### src/rtl/spi_chain_loader.sv
module spi_chain_loader #(
  parameter int BANK_W = 16
) (
  input  logic              clk,
  input  logic              rst_n,
  input  logic              shdn_n,
  input  logic              sclk,
  input  logic              cs_n,
  input  logic              din,
  output logic              dout,
  output logic [BANK_W-1:0] sw_a,
  output logic [BANK_W-1:0] sw_b
);
  localparam int WORD_W = 2 * BANK_W;
  localparam int CNT_W  = $clog2(WORD_W + 1);
  localparam logic [CNT_W-1:0] FULL = CNT_W'(WORD_W);

  logic              sclk_q, cs_q, dout_q;
  logic [WORD_W-1:0] shreg, sw_word;
  logic [CNT_W-1:0]  nbits;
  logic              sclk_up, sclk_dn, sel_on, sel_off, in_frame;

  assign sclk_up  = sclk & ~sclk_q;
  assign sclk_dn  = ~sclk & sclk_q;
  assign sel_on   = ~cs_n & cs_q;
  assign sel_off  = cs_n & ~cs_q;
  assign in_frame = ~cs_n & shdn_n;

  always_ff @(posedge clk or negedge rst_n) begin
    if (!rst_n) begin
      sclk_q <= 1'b0;
      cs_q   <= 1'b1;
    end else begin
      sclk_q <= sclk;
      cs_q   <= cs_n;
    end
  end

  always_ff @(posedge clk or negedge rst_n) begin
    if (!rst_n) begin
      shreg  <= '0;
      nbits  <= '0;
      dout_q <= 1'b0;
    end else if (!shdn_n) begin
      shreg  <= '0;
      nbits  <= '0;
      dout_q <= 1'b0;
    end else begin
      if (sel_on || (in_frame && sclk_dn))
        dout_q <= shreg[WORD_W-1];
      if (in_frame && sclk_up) begin
        shreg <= {shreg[WORD_W-2:0], din};
        if (nbits != FULL)
          nbits <= nbits + 1'b1;
      end
      if (sel_off)
        nbits <= '0;
    end
  end

  always_ff @(posedge clk or negedge rst_n) begin
    if (!rst_n)
      sw_word <= '0;
    else if (!shdn_n)
      sw_word <= '0;
    else if (sel_off && nbits == FULL)
      sw_word <= shreg;
  end

  assign {sw_b, sw_a} = sw_word;
  assign dout         = dout_q;


  idle_hold_chk: assert property (@(posedge clk) disable iff (!rst_n)
    ($past(cs_n) && $past(shdn_n)) |-> $stable(shreg));


  commit_load_chk: assert property (@(posedge clk) disable iff (!rst_n)
    (sel_off && nbits == FULL && shdn_n) |=> (sw_word == $past(shreg)));


  short_frame_hold_chk: assert property (@(posedge clk) disable iff (!rst_n)
    (sel_off && nbits != FULL && shdn_n) |=> $stable(sw_word));


  count_sat_chk: assert property (@(posedge clk) disable iff (!rst_n)
    nbits <= FULL);


  sw_change_chk: assert property (@(posedge clk) disable iff (!rst_n)
    !$stable(sw_word) |-> ($past(sel_off) || !$past(shdn_n)));


  shdn_clear_chk: assert property (@(posedge clk) disable iff (!rst_n)
    !shdn_n |=> (shreg == '0 && sw_word == '0 && !dout_q));
endmodule

### config.mk
export PLATFORM = sky130hd
export DESIGN_NAME = spi_chain_loader
export DESIGN_NICKNAME = d
export VERILOG_FILES = /design/src/rtl/spi_chain_loader.sv
export SDC_FILE = /design/constraint.sdc
export NUM_CORES = 1
export LEC_CHECK = 0
export ABC_AREA = 0
export BUFFER_PORTS_ARGS = -buffer_cell sky130_fd_sc_hd__buf_2
export CAP_MARGIN = 20
export CORE_MARGIN = 5
export CORE_UTILIZATION = 35
export DETAILED_ROUTE_END_ITERATION = 8
export PLACE_DENSITY = 0.61
export SYNTH_ARGS = -nofsm -noshare
export SYNTH_HDL_FRONTEND = slang
export SYNTH_SLANG_ARGS = --single-unit
### constraint.sdc
create_clock -name clk -period 2.5 [get_ports clk]
set_clock_uncertainty 0.1 [all_clocks]
set_input_delay 0.25 -clock clk [delete_from_list [all_inputs] [get_ports clk]]
set_output_delay 0.25 -clock clk [all_outputs]
set_load 0.02 [all_outputs]
==> run metrics, run 1 <==
critical path class=in -> reg; H-tree depth=3; synthesized area=0.00314 mm^2; placed cell area=0.00342 mm^2; sw frac=21.8%; area delta synth->final=17.5%; Syn Area/Cell=9.61 um^2; drt via density=5.22; FF/Latch Area=0.00183 mm^2; Worst Path Arrival=2.02 ns; # setup viols final=0; clk slew on worst S/H paths=0.08 ns; sequential power share=49.7%; CP bufs+invs=3; final cell count without fillers=470; initial antenna violation count=0; Die Span Y=105 um; Leak=1.66 nW; Worst path max stage delay=0.64 ns; Max FO, Critical Path=30; Fin. Hold Viols=0; CP Launch Type=input pin; Max Fclk=0.524 GHz; DR pass1 iterations=4; Crit. End Element=register; post-DP HPWL=3.98 mm; Period minus WS final=1.91 ns; combinational share of power=3.9%; Starting Density=36.0%; Setup TNS=0 ns; Synth Instances=327; Worst Hold Class=in -> reg; clock network power share=46.5%; Slew Limit Fails=0; WL final=6.34 mm; # IOs=39; crit path cell chain=dlygate4sd3_1, buf_2, and4bb_2, buf_4, o21ai_0; Die Wd=105 um; Root Buffer=clkbuf_8; initial DRC count=169; WP data required=2.62 ns; CP top delay family=buffers and inverters; GRT overflow=0; Core Box Area=0.00872 mm^2; sequential share of the synthesized area=58.2%; remaining antenna violation count=0; worst skew pair latency=0.34 ns; largest net degree at the start of global routing=74; FF+latch count, synth=73; Worst VDD drop=0.264 mV; FP Rows=34; Final period util=76.3%; sw power=521 uW; synth warn=0; max_cap viols=0; post-layout instance area=0.00369 mm^2; Setup Buffers After CTS=0; internal power=1.87 mW; RePlAce Congestion=0.687; nets@finish=365; CTS tree=yes; unrepaired setup endpoints after global routing=no; Port-buffer cells=38; power density over cell area=647 mW/mm^2; slowest CP cell=and4bb_2; first-pass GRT wire length=11.6 mm; pin slew with the least headroom to its limit=0.641 ns; CTS Buf Count=9; via count=2452; CTS Sinks=73; drt drc=0; Die Area=0.0110 mm^2; GRT Total Usage=12.7%; Tot Pwr=2.39 mW; status=finished clean; Synth cell types=22; fill cell count=840; vias in the first global route=2437; Multi-input gate area=0.00117 mm^2; dpl cells=451; Clock Tree Buf Depth=2; Syn Nets=335; Ant. Diodes=0; share of layout cells above drive strength 1=18.0%; normalized max-slew margin=57.2%; WL/cell=13.5 um
==> cells by family after synthesis <==
logic type               share of synthesized area, %
flip-flops                                       58.2
adder cells (fa/ha/maj)                         0.796
AND/OR/NAND/NOR                                  19.7
AO/OA/AOI/OAI                                    15.2
XOR/XNOR                                        0.557
multiplexers                                    0.637
buffers and inverters                            4.94
==> sequential cells by signal (all words and copies together), names as in the netlist <==
signal / cells
cs_q: 1
nbits: 6
shreg: 32
dout: 1
sclk_q: 1
sw_word: 32
==> what timing repair did <==
item	in CTS	in global routing
hold buffers	3	0
hold endpoints to repair	74	0
gates resized for setup	0	0
==> power by group through the flow <==
stage               Clock, mW  Combinational, mW  Sequential [mW]
floorplan                   0             0.0481             1.21
global placement            0             0.0916             1.21
detailed placement          0             0.0920             1.21
CTS                      1.14             0.0957             1.19
global route             1.19              0.108             1.19
finish                   1.11             0.0924             1.19
==> metrics by stage <==
stage	utilization, %	hold slack [ns]	worst slack, ns
finish	42.4	0.0172	0.593
floorplan	-	-0.146	1.04
global placement	39.2	0.209	0.752
global route	42.4	0.0192	0.434
CTS	42.4	0.00398	0.587
detailed placement	39.2	0.213	0.693
==> worst register-to-register path, cell delays in order (launching register included) <==
cell,delay (ns)
dfrtp_1,0.43
nor3_1,0.23
nand3_2,0.33
buf_4,0.32
o311ai_1,0.29
==> cell type report <==
class | instances | area share (%)
Tap cell | 108 | 3.66
Timing Repair Buffer | 48 | 8.40
Clock buffer | 9 | 3.35
Sequential cell | 73 | 49.5
Clock inverter | 7 | 3.22
Inverter | 3 | 0.305
Multi-Input combinational cell | 222 | 31.6
==> cell usage in the layout (no fill, tap or decap) <==
master	synthesis	layout
a31o_1	1	1
xor2_1	2	2
o21a_2	0	1
ha_1	2	2
o21ai_0	36	36
nand3_1	36	35
buf_4	5	4
nor3_1	1	1
clkinv_4	0	1
clkbuf_8	0	9
nand2_1	99	99
buf_12	0	3
nand3_2	0	1
buf_2	13	38
nor2b_1	2	2
and4bb_2	0	1
nor2_1	2	2
bufinv_16	0	3
dfrtp_1	72	72
and3_1	2	2
o311ai_1	32	32
clkinvlp_4	0	2
mux2i_1	2	2
dlygate4sd3_1	0	3
dfstp_2	1	1
nand4_1	3	3
inv_1	3	3
clkinv_2	0	1
==> final timing paths <==
path / startpoint / endpoint / slack (ns) / depth (start not counted)
setup / recovery: cs_n / shreg[17] / 0.59 / 5
hold / removal: din / shreg[0] / 0.02 / 3
setup reg to reg: nbits[2] / sw_word[8] / 0.70 / 4
hold reg to reg: shreg[13] / shreg[14] / 0.38 / 2
max in group asynchronous: rst_n / cs_q / 1.60 / 3
min in group asynchronous: rst_n / sw_word[0] / 0.35 / 3
==> per-layer routing <==
layer | vias to the layer above | wire length [um] | global-route usage (%)
li1 | 1207 | - | -
met1 | 1195 | 2950 | 15.9
met5 | - | 0 | 0
met3 | 12 | 234 | 2.71
met2 | 38 | 3010 | 20.9
met4 | 0 | 149 | 6.03
==> Yosys cell counts, drive strengths merged <==
cell | instances | area, um^2
and3 | 2 | 12.5
ha | 2 | 25.0
buf | 21 | 114
xor2 | 2 | 17.5
dfrtp | 72 | 1800
mux2i | 2 | 20.0
a31o | 1 | 8.76
nand2 | 99 | 372
nand3 | 36 | 180
nor2 | 2 | 7.51
and4bb | 1 | 12.5
o311ai | 32 | 280
dfstp | 1 | 26.3
o21a | 1 | 7.51
inv | 3 | 11.3
nor3 | 1 | 5.00
clkbuf | 8 | 30.0
o21ai | 36 | 180
nor2b | 2 | 12.5
nand4 | 3 | 18.8
(Power assumes the default switching activity.)
==> run 2: changes to the inputs <==
PLACE_DENSITY = 0.63   (was 0.61)
clock period = 1.6 ns   (was 2.5 ns; I/O delays follow)
==> run metrics, run 2 (synthesis results as in run 1) <==
status=finished clean (unchanged); Worst Hold Class=in -> async (was in -> reg); critical path class=reg -> reg (was in -> reg); DR pass1 iterations=4 (unchanged); power density over cell area=861 mW/mm^2 (was 647 mW/mm^2); # setup viols final=0 (unchanged); clk slew on worst S/H paths=0.07 ns (was 0.08 ns); Clock Tree Buf Depth=2 (unchanged); H-tree depth=3 (unchanged); CTS Sinks=73 (unchanged); Worst path max stage delay=0.35 ns (was 0.64 ns); Tot Pwr=3.28 mW (was 2.39 mW); Worst VDD drop=0.406 mV (was 0.264 mV); Slew Limit Fails=0 (unchanged); sw power=790 uW (was 521 uW); slowest CP cell=dfrtp_1 (was and4bb_2); Period minus WS final=1.53 ns; sequential power share=56.5% (was 49.7%); normalized max-slew margin=74.7% (was 57.2%); max_cap viols=0 (unchanged); Starting Density=36.0% (unchanged); Core Box Area=0.00872 mm^2 (unchanged); Root Buffer=clkbuf_8 (unchanged); Port-buffer cells=38 (unchanged); CTS tree=yes (unchanged); initial antenna violation count=0 (unchanged); initial DRC count=106 (was 169); commonest non-fill, non-tap cell in the layout=nand2_1 (unchanged); largest net degree at the start of global routing=69 (was 74); Die Area=0.0110 mm^2 (unchanged); vias in the first global route=2347 (was 2437); post-DP HPWL=4.25 mm (was 3.98 mm); nets@finish=378 (was 365); WP data required=1.73 ns (was 2.62 ns); GRT Total Usage=12.4% (was 12.7%); via count=2505 (was 2452); drt via density=5.20 (was 5.22); Leak=1.73 nW (was 1.66 nW); Crit. End Element=register (unchanged); sw frac=24.1% (was 21.8%); area delta synth->final=21.1% (was 17.5%); # IOs=39 (unchanged); Max Fclk=0.654 GHz; crit path cell chain=inv_1, ha_1, nand3_2, buf_4, buf_12, nand2_1, a31o_1 (was dlygate4sd3_1, buf_2, and4bb_2, buf_4, o21ai_0); worst hold slack=0.158 ns (was 0.0172 ns); Final period util=95.6%; GRT overflow=0 (unchanged); placed cell area=0.00352 mm^2 (was 0.00342 mm^2); Die Wd=105 um (unchanged); Setup TNS=0 ns (unchanged); WL final=6.82 mm (was 6.34 mm); combinational share of power=5.0% (was 3.9%); drt drc=0 (unchanged); worst skew pair latency=0.34 ns (about the same); FP Rows=34 (unchanged); Fin. Hold Viols=0 (unchanged); WL/cell=14.2 um (was 13.5 um); RePlAce Congestion=0.713 (was 0.687); Top Registers=shreg: 32 flops, sw_word: 32 flops, nbits: 6 flops (unchanged); post-layout instance area=0.00381 mm^2 (was 0.00369 mm^2); commonest non-fill, non-tap cells in the layout=99 x nand2_1, 72 x dfrtp_1, 38 x buf_2 (unchanged); Worst Path Arrival=1.66 ns (was 2.02 ns); Die Span Y=105 um (unchanged); Max FO, Critical Path=19 (was 30); Ant. Diodes=0 (unchanged); remaining antenna violation count=0 (unchanged); first-pass GRT wire length=11.3 mm (was 11.6 mm); unrepaired setup endpoints after global routing=no (unchanged); CP Launch Type=register (was input pin); CTS Buf Count=9 (unchanged); pin slew with the least headroom to its limit=0.379 ns (was 0.641 ns); internal power=2.49 mW (was 1.87 mW); share of layout cells above drive strength 1=20.3% (was 18.0%); clock network power share=38.5% (was 46.5%)
-- run 2: layout make-up --
type,count,area [um^2]
clock buffer,12,145
clock inverter,3,17.5
fill,837,4910
inverter,3,11.3
multi-input combinational,222,1180
sequential,73,1830
tap,108,135
timing repair buffer,61,487
-- run 2: repair_timing --
action | 4_1_cts | 5_1_grt
gates resized for setup | 0 | 4
buffers inserted | 0 | 2
endpoints found under the setup margin | 0 | 32
hold buffers | 4 | 0
hold endpoints to repair | 75 | 0
-- run 2: path summary, 6_finish.rpt --
| kind | startpoint | end | slack [ns] | cells after the start |
|---|---|---|---|---|
| max | nbits[0] | nbits[1] | 0.07 | 7 |
| min | rst_n | sw_word[0] | 0.16 | 2 |
| max reg2reg | nbits[0] | nbits[1] | 0.07 | 7 |
| min reg2reg | shreg[29] | shreg[30] | 0.39 | 2 |
| max in group asynchronous | rst_n | cs_q | 0.65 | 3 |
| min in group clk | cs_n | dout | 0.20 | 5 |
-- run 2: power groups by stage --
| stage | clock (mW) | sequential (mW) | combinational [mW] |
|---|---|---|---|
| finish | 1.26 | 1.85 | 0.164 |
| global route | 1.37 | 1.85 | 0.185 |
| CTS | 1.29 | 1.85 | 0.166 |
| detailed placement | 0 | 1.89 | 0.158 |
| global placement | 0 | 1.89 | 0.158 |
| floorplan | 0 | 1.89 | 0.0751 |
-- run 2: worst max-delay path: cells and delay by family, from the launching register on --
| family | cells | cell delay (ns) |
|---|---|---|
| buffers and inverters | 3 | 0.37 |
| flip-flops | 1 | 0.35 |
| AO/OA/AOI/OAI | 1 | 0.24 |
| adder cells (fa/ha/maj) | 1 | 0.19 |
| AND/OR/NAND/NOR | 2 | 0.17 |
-- run 2: layer usage --
layer  global-route usage (%)  up-vias  share of wire [%]
met5                        0        -                  0
met4                     4.11        0                1.4
met3                     4.19        7                4.3
met2                     19.7       39                 47
met1                     15.9     1223                 47
li1                         -     1236                  -
-- run 2: per-stage QoR --
step                setup WS (ns)  util [%]  instances
floorplan                   0.137         -        327
global placement            0.107      40.3        459
detailed placement         0.0264      40.3        459
CTS                       0.00913      42.7        478
global route              0.00100      43.6        482
finish                     0.0698      43.6        482
